--- config.mk ---
export PLATFORM = sky130hd
export DESIGN_NAME = ebus_arbiter
export DESIGN_NICKNAME = d
export VERILOG_FILES = /design/src/rtl/ebarb_pkg.sv /design/src/rtl/ebarb_urgency.sv /design/src/rtl/ebarb_dir_group.sv /design/src/rtl/ebus_arbiter.sv
export SDC_FILE = /design/constraint.sdc
export NUM_CORES = 1
export LEC_CHECK = 0
export ABC_CLOCK_PERIOD_IN_PS = 5200
export BUFFER_PORTS_ARGS = -buffer_cell sky130_fd_sc_hd__buf_2
export CAP_MARGIN = 0
export CELL_PAD_IN_SITES_DETAIL_PLACEMENT = 1
export CELL_PAD_IN_SITES_GLOBAL_PLACEMENT = 1
export CORE_MARGIN = 2
export CORE_UTILIZATION = 36
export CTS_BUF_LIST = sky130_fd_sc_hd__clkbuf_16
export DETAILED_ROUTE_END_ITERATION = 16
export PLACE_DENSITY = 0.9
export SLEW_MARGIN = 40
export SYNTH_ARGS = -nofsm -noshare
export SYNTH_HDL_FRONTEND = slang
export SYNTH_SLANG_ARGS = --single-unit
--- constraint.sdc ---
create_clock -name clk -period 5.2 [get_ports clk]
set_clock_uncertainty 0.1 [all_clocks]
set_input_delay 1.04 -clock clk [delete_from_list [all_inputs] [get_ports clk]]
set_output_delay 1.04 -clock clk [all_outputs]
set_load 0.02 [all_outputs]
--- src/rtl/ebarb_pkg.sv ---
package ebarb_pkg;
  localparam int GNT_W  = 5;
  localparam int G_LOCK = 0;
  localparam int G_DRD  = 1;
  localparam int G_DWR  = 2;
  localparam int G_FILL = 3;
  localparam int G_CORE = 4;
  localparam int LIM_W  = 4;
endpackage

--- src/rtl/ebarb_urgency.sv ---
module ebarb_urgency #(
  parameter int NCH = 4,
  parameter logic [NCH-1:0] RX_MASK = '0
) (
  input  logic           force_urgent,
  input  logic [NCH-1:0] ch_demand,
  input  logic [NCH-1:0] ch_fifo_empty,
  input  logic [NCH-1:0] ch_fifo_full,
  output logic           urgent
);
  logic [NCH-1:0] ch_urg;

  for (genvar c = 0; c < NCH; c++) begin : g_ch
    if (RX_MASK[c]) begin : g_rx
      // receive: a sample arrives with no room left
      assign ch_urg[c] = ch_fifo_full[c] & ch_demand[c];
    end else begin : g_tx
      // transmit: peripheral wants data, FIFO has none
      assign ch_urg[c] = ch_fifo_empty[c] & ch_demand[c];
    end
  end

  assign urgent = force_urgent | (|ch_urg);
endmodule

--- src/rtl/ebarb_dir_group.sv ---
module ebarb_dir_group
  import ebarb_pkg::*;
(
  input  logic             clk,
  input  logic             rst_n,
  input  logic [1:0]       dma_req,
  input  logic [LIM_W-1:0] limit,
  input  logic             take,
  output logic             sel_wr
);
  localparam logic [LIM_W-1:0] RUN_MAX = '1;

  logic             last_wr;
  logic [LIM_W-1:0] run;

  always_comb begin
    if (dma_req == 2'b10)       sel_wr = 1'b1;
    else if (dma_req == 2'b01)  sel_wr = 1'b0;
    else if (limit == '0)       sel_wr = 1'b0;
    else if (run < limit)       sel_wr = last_wr;
    else                        sel_wr = ~last_wr;
  end

  always_ff @(posedge clk) begin
    if (!rst_n) begin
      last_wr <= 1'b0;
      run     <= '0;
    end else if (take) begin
      if (sel_wr == last_wr) begin
        if (run != RUN_MAX) run <= run + 1'b1;
      end else begin
        last_wr <= sel_wr;
        run     <= {{(LIM_W-1){1'b0}}, 1'b1};
      end
    end
  end
endmodule

--- src/rtl/ebus_arbiter.sv ---
module ebus_arbiter
  import ebarb_pkg::*;
#(
  parameter int NCH = 4,
  parameter logic [NCH-1:0] RX_MASK = 4'b1100
) (
  input  logic             clk,
  input  logic             rst_n,
  input  logic             lock_req,
  input  logic             fill_req,
  input  logic             core_req,
  input  logic [1:0]       dma_req,
  input  logic             xfer_done,
  input  logic             force_urgent,
  input  logic [LIM_W-1:0] group_limit,
  input  logic [NCH-1:0]   ch_demand,
  input  logic [NCH-1:0]   ch_fifo_empty,
  input  logic [NCH-1:0]   ch_fifo_full,
  output logic             dma_urgent,
  output logic [GNT_W-1:0] gnt
);
  logic [GNT_W-1:0] gnt_q;
  logic [GNT_W-1:0] pick;
  logic             idle;
  logic             dma_any;
  logic             sel_wr;
  logic             take_dma;
  logic [GNT_W-1:0] dma_onehot;

  ebarb_urgency #(.NCH(NCH), .RX_MASK(RX_MASK)) u_urg (
    .force_urgent (force_urgent),
    .ch_demand    (ch_demand),
    .ch_fifo_empty(ch_fifo_empty),
    .ch_fifo_full (ch_fifo_full),
    .urgent       (dma_urgent)
  );

  ebarb_dir_group u_grp (
    .clk    (clk),
    .rst_n  (rst_n),
    .dma_req(dma_req),
    .limit  (group_limit),
    .take   (take_dma),
    .sel_wr (sel_wr)
  );

  assign idle    = (gnt_q == '0);
  assign dma_any = |dma_req;

  always_comb begin
    dma_onehot = '0;
    dma_onehot[sel_wr ? G_DWR : G_DRD] = 1'b1;
  end

  always_comb begin
    pick = '0;
    if (lock_req)                     pick[G_LOCK] = 1'b1;
    else if (dma_any && dma_urgent)   pick = dma_onehot;
    else if (fill_req)                pick[G_FILL] = 1'b1;
    else if (core_req)                pick[G_CORE] = 1'b1;
    else if (dma_any)                 pick = dma_onehot;
  end

  assign take_dma = idle & (pick[G_DRD] | pick[G_DWR]);

  always_ff @(posedge clk) begin
    if (!rst_n)         gnt_q <= '0;
    else if (idle)      gnt_q <= pick;
    else if (xfer_done) gnt_q <= '0;
  end

  assign gnt = gnt_q;
endmodule

* Yosys cells after proc, flatten, opt, wreduce, memory -nomap -nowiden
Cells that the tools add are included.
** Storage, ports and cells
- Output and inout port bits :: 6
- Word-level logic and storage cells :: 50
- Bits of input ports :: 25
- Flip-flop bits (word level) :: 10
** Cells by class
- Reduce and logical (&&, ||, !) cells :: 9
- Add/sub/neg operators :: 1
- Bitwise gates (word level) :: 9
- Eq/ne operators :: 5
- $lt $le $gt $ge :: 3
- Mux-type cells :: 20
** Operator list (count)
- two-way mux 5 bit :: 4
- two-way mux 4 bit :: 4
- two-way mux 1 bit :: 9
- AND 1 bit :: 5
- logical NOT 5 bit :: 1
- adder 4 x 1 -> 4 bit, second input constant :: 1
- logical NOT 4 bit :: 1
- less-than comparator 2 x 4 -> 1 bit, second input constant :: 1
- less-than comparator 4 bit :: 1
- inequality test 4 bit, second input constant :: 1
- AND reduction 2 bit :: 2
- OR reduction 4 bit :: 1
- demux 1 bit (select 3 bit) :: 1
- two-way mux 3 bit :: 1
- equality test 2 x 1 -> 1 bit, second input constant :: 1
- equality test 2 bit, second input constant :: 1
- greater-or-equal comparator 2 x 1 -> 1 bit, second input constant :: 1
- logical AND 1 bit :: 2
- two-way mux 2 bit :: 1
- inequality test 2 bit, second input constant :: 1
- inverter 1 bit :: 2
- OR 1 bit :: 2
- nonzero test 2 bit :: 1
- OR reduction 2 bit :: 1
- equality test 1 bit :: 1

* Longest topological paths before layout
Gate-level depths: netlist of the first run.
- Depth after elaboration :: 18
- Depth in mapped cells :: 7

* By module
From an unflattened synthesis of the first run, not the netlist that was laid out.
** Unflattened totals
- Cells, all modules :: 86
- Area total of the unflattened synthesis :: 759.5 µm²
** Modules (own cells, without submodules)
- ebarb_dir_group :: area an instance 494.2 µm², cells an instance 55, seq. area each 100.1 µm², times used 1
- ebus_arbiter :: area an instance 246.5 µm², cells an instance 28, seq. area each 100.1 µm², times used 1
- ebarb_urgency :: area an instance 18.8 µm², cells an instance 3, seq. area each 0.0 µm², times used 1

* Worst setup path before layout of the first run
Ideal clock, no wire load.
- Kind :: input-to-output
- From :: input ch_fifo_empty[1]
- To :: output dma_urgent
- Arrival :: 1.689 ns
- Path buffers :: 0
- Path slack :: 2.371 ns
- Stages on the path :: 2
- Required time :: 4.060 ns
- Path through :: a222oi_1 -> nand2_1
** On the way
- Cells in the longest elaborated chain, start to end :: 3
** Ends and longest elaborated chain
- start, declared :: RTL line ebus_arbiter.sv:17 : input logic [NCH-1:0] ch_fifo_empty,
- AND 1 bit :: RTL line ebarb_urgency.sv:19 : assign ch_urg[c] = ch_fifo_empty[c] & ch_demand[c];
- OR reduction 4 bit :: RTL line ebarb_urgency.sv:23 : assign urgent = force_urgent | (|ch_urg);
- OR 1 bit :: RTL line ebarb_urgency.sv:23
- end, declared :: RTL line ebus_arbiter.sv:19 : output logic dma_urgent,
No other way between the ends.

* Worst setup path after layout of the first run
Ends and elaborated chain as after synthesis.

==> metrics, run 1 <==
status=finished, final reports clean; post_cts resized=0; Initial Util=0.389; CTS tree=yes; ANT nets after route=0; DR WL/cell=~16 um; Residual DRC=0; Commonest cells post-synth=dfxtp_1, inv_1, nor2_1; Synth cell types=between 40 and 50; Rows=16; final setup TNS=0 ns; gpl congestion=approximately 0.78; met3 usage=0.0327; Pwr Total=roughly 0.00029 W; pwr dens=283 nW/um^2; die area=2530 um^2; met1 Track Usage GR=0.207; initial antenna violation count=0; met2 Track Usage GR=0.397; fmax=between 0.3 and 0.4 GHz; worst stage delay on the critical path=0.47 ns; worst min path class=register to register; Clock Sinks=10; first drt pass iteration count=5; Initial DRC Count=6; Worst Slack Setup Final=approximately 2.1 ns; aggregate global routing overflow=0; diodes inserted=0; Yosys top cell by area=dfxtp_1; die height=just over 50 um; max-cap violation count=0; Layout Cells excl Fill=147; Async SR Flop Fraction=0; Core ar.=~2000 um^2; RSZ-0062 raised after global routing=false; die width=50.3 um; clock buffer depth=2; number of flops mapped to enable cells by yosys=0; CP Data Required Time=between 4 and 5 ns; layout net count=150; DPL Wire Length=about 1.9 mm; clock edge transition at the registers on the reported setup and hold paths=0.04 ns; Final period util=0.589; dpl ws=around 2.1 ns; vias=roughly 830; final wirelength=between 2 and 2.5 mm; number of synthesized register bits=10; critical path fanouts, max=3; layout cells sized above 1=0.350; GR peak layer=met2; slowest cell on the critical path=a222oi_1; Num CTS Buffers=3; Synth area leaders=dfxtp_1, ha_1, inv_1, nor2_1, o221a_1; Inst Count DP=between 100 and 150; Final min period=3.06 ns; Worst EP arrival=roughly 1.9 ns; count leader, synth=dfxtp_1; port buffer count=26; Clk Latency, worst-skew pair=between 0.2 and 0.25 ns; Mapped Nets=about 120; Post-CTS Setup Inserts=0; global-route wire length before repair=just under 4 mm; H-tree Lvls=1; largest net degree at the start of global routing=9; hold path depth=2; max_slew headroom=0.689; utilization after layout=0.511; crit-path cells=buf_2, a222oi_1, nand2_1, buf_2; mapped cell area=~770 um^2; Crit path top cell by count=buf_2; Reg2Reg Depth=6; syn avg cell area=roughly 8.6 um^2; cell count along the critical path=4; peak supply drop=~0.24 mV; Hold Fails Final Rpt=0; Seq/Total Area, Yosys=0.260; area growth from synthesis to layout=31.5%; ys flop type=dfxtp_1; Overall Global Routing Usage=0.204; buffers and inverters on the worst path=2; Root Buffer=clkbuf_16; Critical Path Start Type=input port; delay-heaviest family, CP=compound AO/OA/AOI/OAI gates; post-synth top area share=0.260; YS warnings=0; vias in the first global route=about 910; critical path endpoint category=output port; Worst-Margin Slew=~0.47 ns; Final Setup Violations=0; Hold Buf Count CTS=0; fin. max-slew vios=0; crit path kind=input port to output port; io pins=31; Synth Instances=90; Pleak=around 0.47 nW; post-detailed-route via-to-cell ratio=roughly 5.7
==> logic make-up (layout without fill, tap and decap cells) <==
logic type	Yosys count	count (layout)	synth area share
and+or+nand+nor	40	40	0.336
AOI/OAI and AO/OA	28	28	0.300
DFF	10	10	0.260
buffers and inverters	8	38	0.0390
adders and majority gates	4	4	0.0649
==> layout make-up <==
cell class | instances | area (um^2)
tap | 27 | 33.8
clock inverter | 1 | 3.75
inverter | 8 | 30.0
sequential | 10 | 200
timing repair buffer | 26 | 130
multi-input combinational | 72 | 541
clock buffer | 3 | 75.1
fill | 246 | 968
==> worst register-to-register path, cell delays in order, from the launching register on <==
cell and delay, ns:
dfxtp_1 0.42, ha_1 0.26, or3_1 0.12, o21ai_0 0.10, or4_4 0.58, a31oi_1 0.20
nor3_1 0.07
==> metal layers <==
metal  vias up  share of wire
li1        415              -
met1       397           0.42
met2        15           0.54
met3         5          0.022
met4         0          0.017
met5         -              0
==> where the power goes <==
group,switching (W),internal (W),total (W)
Combinational,0.0000340,0.0000282,0.0000622
Sequential,0.00000666,0.0000817,0.0000883
Clock,0.0000359,0.000101,0.000137
==> placed cells by master (no fill, tap or decap), types with 2 or more instances in the layout <==
cell type / count
nand3_1: 3
or4_4: 2
dfxtp_1: 10
inv_1: 8
ha_1: 4
nor2_1: 7
nor3_1: 4
a31oi_1: 2
o221a_1: 2
buf_2: 26
a32oi_1: 2
a21oi_1: 4
nand4_1: 3
o21ai_0: 2
clkbuf_16: 3
nand2_1: 5
nand3b_1: 2
==> per-stage QoR <==
stage	instance area, um^2	hold WS (ns)
floorplan	771	0.425
global placement	935	0.418
detailed placement	935	0.426
CTS	1010	0.437
global route	1010	0.469
finish	1010	0.440
==> final timing paths <==
| kind | start | to | slack [ns] |
|---|---|---|---|
| min reg2reg | gnt[1]$_SDFFE_PN0P_ | gnt[1]$_SDFFE_PN0P_ | 0.44 |
| max reg2reg | u_grp.run[2]$_SDFFE_PN0P_ | u_grp.run[2]$_SDFFE_PN0P_ | 3.21 |
| min | gnt[1]$_SDFFE_PN0P_ | gnt[1]$_SDFFE_PN0P_ | 0.44 |
| max | ch_fifo_empty[1] | dma_urgent | 2.14 |
==> registers in the layout (all words and copies together) (netlist names) <==
signal,flops
gnt,5
u_grp.run,4
u_grp.last_wr,1
Power figures use the tool's default switching activity.
==> inputs of run 2 (changes only) <==
--- a/config.mk
+++ b/config.mk
@@ -5,16 +5,16 @@
 export SDC_FILE = /design/constraint.sdc
 export NUM_CORES = 1
 export LEC_CHECK = 0
-export ABC_CLOCK_PERIOD_IN_PS = 5200
+export ABC_CLOCK_PERIOD_IN_PS = 3000
 export BUFFER_PORTS_ARGS = -buffer_cell sky130_fd_sc_hd__buf_2
 export CAP_MARGIN = 0
 export CELL_PAD_IN_SITES_DETAIL_PLACEMENT = 1
 export CELL_PAD_IN_SITES_GLOBAL_PLACEMENT = 1
 export CORE_MARGIN = 2
-export CORE_UTILIZATION = 36
+export CORE_UTILIZATION = 33
 export CTS_BUF_LIST = sky130_fd_sc_hd__clkbuf_16
 export DETAILED_ROUTE_END_ITERATION = 16
-export PLACE_DENSITY = 0.9
+export PLACE_DENSITY = 0.84
 export SLEW_MARGIN = 40
 export SYNTH_ARGS = -nofsm -noshare
 export SYNTH_HDL_FRONTEND = slang
==> constraint.sdc (replaced) <==
create_clock -name clk -period 3 [get_ports clk]
set_clock_uncertainty 0.1 [all_clocks]
set_input_delay 0.6 -clock clk [delete_from_list [all_inputs] [get_ports clk]]
set_output_delay 0.6 -clock clk [all_outputs]
set_load 0.02 [all_outputs]
==> run 2 against run 1 <==
  * Flip-flop and latch count is the same
  * Global-route usage shrank 0.83 points
  * Combinational power grew 74%
  * First-iteration DRC count grew to 3.5 times the previous value
==> metrics, run 2 (synthesis results as in run 1) <==
status=finished, final reports clean (unchanged); RSZ-0062 raised after global routing=false (unchanged); critical path fanouts, max=3 (unchanged); max-cap violation count=0 (unchanged); port buffer count=26 (unchanged); Power Internal=0.000365 W (was 0.000211 W); fmax=approximately 0.46 GHz; ANT nets after route=0 (unchanged); peak supply drop=0.337 mV (was 0.236 mV); diodes inserted=0 (unchanged); vias in the first global route=901 (was 905); Overall Global Routing Usage=0.196 (was 0.204); max_slew headroom=0.695 (was 0.689); io pins=31 (unchanged); post_cts resized=0 (unchanged); max reg flops=5 (unchanged); gpl congestion=0.829 (was 0.777); Initial DRC Count=21 (was 6); Post-CTS Setup Inserts=0 (unchanged); first drt pass iteration count=4 (was 5); Fin Hold WS=0.433 ns (was 0.440 ns); clock edge transition at the registers on the reported setup and hold paths=0.04 ns (about the same); Critical R2R Launch=u_grp.run[2]$_SDFFE_PN0P_ (unchanged); aggregate global routing overflow=0 (unchanged); Hold Buf Count CTS=0 (unchanged); global-route wire length before repair=3.93 mm (was 3.90 mm); Final Setup Violations=0 (unchanged); Residual DRC=0 (unchanged); switching share of power=0.271 (was 0.267); layout net count=150 (unchanged); critical path endpoint category=output port (unchanged); Sequential Power Share=0.305 (was 0.307); DR WL/cell=15.9 um (was 15.7 um); clock buffer depth=2 (unchanged); pwr dens=494 nW/um^2 (was 283 nW/um^2); Clk Latency, worst-skew pair=0.24 ns (about the same); Min-Delay Endpoint=gnt[1]$_SDFFE_PN0P_ (unchanged); H-tree Lvls=1 (unchanged); die area=2740 um^2 (was 2530 um^2); Num CTS Buffers=3 (unchanged); crit path kind=input port to output port (unchanged); die width=52.3 um (was 50.3 um); vias=875 (was 832); Critical Path Start Type=input port (unchanged); hold path depth=2 (unchanged); Reg2Reg Depth=6 (unchanged); Pleak=0.467 nW (unchanged); Rows=17 (was 16); CTS tree=yes (unchanged); clock power share=0.480 (was 0.476); Switch Pwr=0.000136 W (was 0.0000766 W); Worst EP arrival=1.48 ns (was 1.92 ns); Core ar.=2210 um^2 (was 1980 um^2); final instance area=1010 um^2 (about the same); largest net degree at the start of global routing=9 (unchanged); Hold Crit Start=gnt[1]$_SDFFE_PN0P_ (unchanged); Fillers=286 (was 246); Layout Cells excl Fill=148 (was 147); Clock Sinks=10 (unchanged); die height=52.3 um (was 50.3 um); Initial Util=0.348 (was 0.389); post-detailed-route via-to-cell ratio=5.91 (was 5.66); Root Buffer=clkbuf_16 (unchanged); final wirelength=2.36 mm (was 2.31 mm); Post-Place Cell Area=936 um^2 (was 935 um^2); worst min path class=register to register (unchanged); commonest non-fill, non-tap cell in the layout=buf_2 (unchanged); Reg-to-Reg End=gnt[1]$_SDFFE_PN0P_ (was u_grp.run[2]$_SDFFE_PN0P_); Inst Count DP=144 (was 143); final setup TNS=0 ns (unchanged); r2r setup slk=1.00 ns (was 3.21 ns); combinational power share=0.215 (was 0.217); area growth from synthesis to layout=31.7% (was 31.5%); most frequent cells in the layout=buf_2, dfxtp_1, inv_1 (unchanged); CP Data Required Time=2.30 ns (was 4.06 ns); fin. max-slew vios=0 (unchanged); initial antenna violation count=0 (unchanged); layout cells sized above 1=0.350 (unchanged); Final period util=0.727; Hold Fails Final Rpt=0 (unchanged); Worst-Margin Slew=0.458 ns (was 0.467 ns); DPL Wire Length=1.83 mm (was 1.93 mm); Final min period=between 2 and 2.5 ns; utilization after layout=0.459 (was 0.511)
[run 2: cell counts in the layout (fill, tap and decap cells not counted)]
No cell type changed its count.
[run 2: power by group through the flow]
stage	clock network, W	registers [W]	logic, W
finish	0.000240	0.000153	0.000108
detailed placement	0	0.000155	0.000106
global placement	0	0.000154	0.000101
floorplan	0	0.000157	0.0000657
global route	0.000244	0.000155	0.000119
CTS	0.000241	0.000153	0.000108
[run 2: per-stage QoR]
stage	total power [W]	setup slack [ns]
after floorplan	0.000223	0.926
after global placement	0.000255	0.731
after detailed placement	0.000261	0.701
after CTS	0.000503	0.823
after global routing	0.000517	0.737
final	0.000501	0.818
[run 2: per-layer routing]
| metal | vias up | global-route usage | wire [um] |
|---|---|---|---|
| met5 | - | 0 | 0 |
| met4 | 0 | 0.115 | 78 |
| met3 | 11 | 0.0171 | 75 |
| met2 | 27 | 0.350 | 1220 |
| met1 | 420 | 0.223 | 987 |
| li1 | 417 | - | - |
[run 2: worst max path at each step]
| stage | startpoint | end | slack (ns) |
|---|---|---|---|
| floorplan | group_limit[2] | u_grp.run[2]$_SDFFE_PN0P_ | 0.93 |
| global placement | group_limit[2] | u_grp.run[2]$_SDFFE_PN0P_ | 0.73 |
| detailed placement | group_limit[3] | u_grp.run[2]$_SDFFE_PN0P_ | 0.70 |
| CTS | ch_fifo_empty[1] | dma_urgent | 0.82 |
| global route | ch_fifo_empty[1] | dma_urgent | 0.74 |
| finish | ch_fifo_empty[1] | dma_urgent | 0.82 |
[run 2: layout make-up]
class	instances	area, um^2	share of cell area
sequential	10	200	0.197
inverter	8	30.0	0.0296
clock inverter	1	3.75	0.00370
tap	28	35.0	0.0345
timing repair buffer	26	130	0.128
clock buffer	3	75.1	0.0740
multi-input combinational	72	541	0.533
[run 2: critical path, stage by stage]
cell and delay [ns]:
buf_2 0.10, a222oi_1 0.47, nand2_1 0.13, buf_2 0.19
==> inputs of run 3 (changes only) <==
--- a/config.mk
+++ b/config.mk
@@ -5,16 +5,16 @@
 export SDC_FILE = /design/constraint.sdc
 export NUM_CORES = 1
 export LEC_CHECK = 0
-export ABC_CLOCK_PERIOD_IN_PS = 3000
+export ABC_CLOCK_PERIOD_IN_PS = 1800
 export BUFFER_PORTS_ARGS = -buffer_cell sky130_fd_sc_hd__buf_2
 export CAP_MARGIN = 0
 export CELL_PAD_IN_SITES_DETAIL_PLACEMENT = 1
 export CELL_PAD_IN_SITES_GLOBAL_PLACEMENT = 1
 export CORE_MARGIN = 2
-export CORE_UTILIZATION = 33
+export CORE_UTILIZATION = 30
 export CTS_BUF_LIST = sky130_fd_sc_hd__clkbuf_16
 export DETAILED_ROUTE_END_ITERATION = 16
-export PLACE_DENSITY = 0.84
+export PLACE_DENSITY = 0.81
 export SLEW_MARGIN = 40
 export SYNTH_ARGS = -nofsm -noshare
 export SYNTH_HDL_FRONTEND = slang
==> constraint.sdc (replaced) <==
create_clock -name clk -period 1.8 [get_ports clk]
set_clock_uncertainty 0.1 [all_clocks]
set_input_delay 0.36 -clock clk [delete_from_list [all_inputs] [get_ports clk]]
set_output_delay 0.36 -clock clk [all_outputs]
set_load 0.02 [all_outputs]
==> run 3 against run 2 <==
  * The run now ends with setup timing left
  * Worst hold slack got worse by 0.14 ns
  * Register-to-register slack got worse by 1.1 ns
  * Core utilization up 3.5 points
  * Global-route usage increased by 1.1 points
  * First-iteration DRC count shrank 62%
  * Largest cell class unchanged
  * Largest power group unchanged
==> metrics, run 3 (synthesis results as in run 1) <==
clock buffer depth=2 (unchanged); Final period util=1.03; DPL Wire Length=1.90 mm (was 1.83 mm); clock edge transition at the registers on the reported setup and hold paths=0.04 ns (about the same); Hold Buf Count CTS=0 (unchanged); global-route wire length before repair=4.30 mm (was 3.93 mm); post-detailed-route via-to-cell ratio=5.40 (was 5.91); Core ar.=2450 um^2 (was 2210 um^2); combinational power share=0.258 (was 0.215); area growth from synthesis to layout=57.1% (was 31.7%); status=complete, but fails checks (was finished, final reports clean); Initial DRC Count=8 (was 21); Clk Latency, worst-skew pair=0.24 ns (about the same); Worst EP arrival=1.88 ns (was 1.48 ns); Critical R2R Launch=u_grp.run[2]$_SDFFE_PN0P_ (unchanged); Final Setup Violations=3 (was 0); Min-Delay Endpoint=u_grp.run[0]$_SDFFE_PN0P_ (was gnt[1]$_SDFFE_PN0P_); diodes inserted=0 (unchanged); die width=54.7 um (was 52.3 um); Num CTS Buffers=3 (unchanged); dpl ws=-0.299 ns (was 0.701 ns); die area=2990 um^2 (was 2740 um^2); hold path depth=2 (unchanged); Power Internal=0.000638 W (was 0.000365 W); Overall Global Routing Usage=0.207 (was 0.196); io pins=31 (unchanged); layout cells sized above 1=0.511 (was 0.350); Critical Path Start Type=register (was input port); Residual DRC=0 (unchanged); Reg-to-Reg End=gnt[1]$_SDFFE_PN0P_ (unchanged); Final min period=around 1.9 ns; gpl congestion=0.746 (was 0.829); largest net degree at the start of global routing=9 (unchanged); Worst Slack Setup Final=-0.0530 ns (was 0.818 ns); Reg2Reg Depth=6 (unchanged); fin. max-slew vios=0 (unchanged); DR WL/cell=16.8 um (was 15.9 um); Fillers=295 (was 286); die height=54.7 um (was 52.3 um); fmax=0.540 GHz; failing checks=setup timing; r2r setup slk=-0.05 ns (was 1.00 ns); first drt pass iteration count=4 (unchanged); max reg flops=5 (unchanged); Initial Util=0.314 (was 0.348); Switch Pwr=0.000245 W (was 0.000136 W); ANT nets after route=0 (unchanged); Rows=18 (was 17); worst min path class=input port to register (was register to register); port buffer count=26 (unchanged); RSZ-0062 raised after global routing=true (was false); initial antenna violation count=0 (unchanged); max_slew headroom=0.698 (was 0.695); peak supply drop=0.692 mV (was 0.337 mV); aggregate global routing overflow=0 (unchanged); layout net count=163 (was 150); Pleak=0.547 nW (was 0.467 nW); pwr dens=729 nW/um^2 (was 494 nW/um^2); clock power share=0.452 (was 0.480); CTS tree=yes (unchanged); H-tree Lvls=1 (unchanged); Hold Fails Final Rpt=0 (unchanged); critical path fanouts, max=3 (unchanged); crit path kind=register to register (was input port to output port); vias in the first global route=929 (was 901); Sequential Power Share=0.290 (was 0.305); Root Buffer=clkbuf_16 (unchanged); vias=880 (was 875); most frequent cells in the layout=buf_2, buf_4, inv_1 (was buf_2, dfxtp_1, inv_1); CP Data Required Time=1.83 ns (was 2.30 ns); final wirelength=2.74 mm (was 2.36 mm); Clock Sinks=10 (unchanged); commonest non-fill, non-tap cell in the layout=buf_2 (unchanged); switching share of power=0.278 (was 0.271); critical path endpoint category=register (was output port); Worst-Margin Slew=0.454 ns (was 0.458 ns); utilization after layout=0.493 (was 0.459); max-cap violation count=0 (unchanged); Hold Crit Start=rst_n (was gnt[1]$_SDFFE_PN0P_)
==> run 3: changes by cell type in the layout (fill, tap and decap cells not counted), moves of 3 or more <==
cell     previous run  this run
buf_4               0        13
dfxtp_1            10         6
dfxtp_2             0         4
ha_1                4         1
ha_4                0         3
==> run 3: worst max-delay path by stage <==
stage,to,slack [ns],from
finish,gnt[1]$_SDFFE_PN0P_,-0.05,u_grp.run[2]$_SDFFE_PN0P_
global route,gnt[1]$_SDFFE_PN0P_,-0.12,u_grp.run[2]$_SDFFE_PN0P_
CTS,u_grp.last_wr$_SDFFE_PN0P_,-0.009,u_grp.run[1]$_SDFFE_PN0P_
detailed placement,gnt[1]$_SDFFE_PN0P_,-0.30,group_limit[2]
global placement,u_grp.run[0]$_SDFFE_PN0P_,-0.20,group_limit[2]
floorplan,u_grp.run[0]$_SDFFE_PN0P_,-0.02,group_limit[2]
==> run 3: power by group through the flow <==
stage | clock (W) | sequential, W | combinational, W
finish | 0.000399 | 0.000256 | 0.000227
global route | 0.000422 | 0.000259 | 0.000250
CTS | 0.000407 | 0.000255 | 0.000205
detailed placement | 0 | 0.000258 | 0.000192
global placement | 0 | 0.000257 | 0.000183
floorplan | 0 | 0.000262 | 0.000110
==> run 3: final cells by class <==
class                      count  area [um^2]  share of cell area
clock buffer                   3         75.1              0.0620
clock inverter                 1         3.75             0.00310
inverter                       8         30.0              0.0248
multi-input combinational     72          632               0.522
sequential                    10          205               0.169
tap                           30         37.5              0.0310
timing repair buffer          39          228               0.188
==> run 3: routing by layer <==
layer / vias up / GRT usage / share of wire
met5: - / 0 / 0
met4: 0 / 0.113 / 0.015
met3: 6 / 0.0355 / 0.023
met2: 11 / 0.351 / 0.54
met1: 427 / 0.244 / 0.42
li1: 436 / - / -
==> run 3: per-stage QoR <==
step	area, um^2	instances	total power [W]	hold WS (ns)	TNS [ns]
2_1_floorplan	771	90	0.000372	0.378	-0.0365
3_3_place_gp	1020	157	0.000440	0.420	-1.09
3_5_place_dp	1020	157	0.000450	0.465	-1.40
4_1_cts	1140	162	0.000867	0.301	-0.0141
5_1_grt	1210	163	0.000931	0.300	-0.467
6_report	1210	163	0.000883	0.295	-0.0886
==> run 3: repair_timing <==
item	4_1_cts	5_1_grt
resized for setup	5	12
endpoints found under the setup margin	5	8
setup buffers	1	3
endpoints found under the hold margin	0	0
pin swaps	2	9
==> run 3: worst max-delay path: stages, from the launching register on <==
cell	delay [ns]
dfxtp_2	0.35
ha_4	0.21
a21o_1	0.17
a31o_1	0.21
a211oi_2	0.27
nor3_2	0.12
o41ai_4	0.31
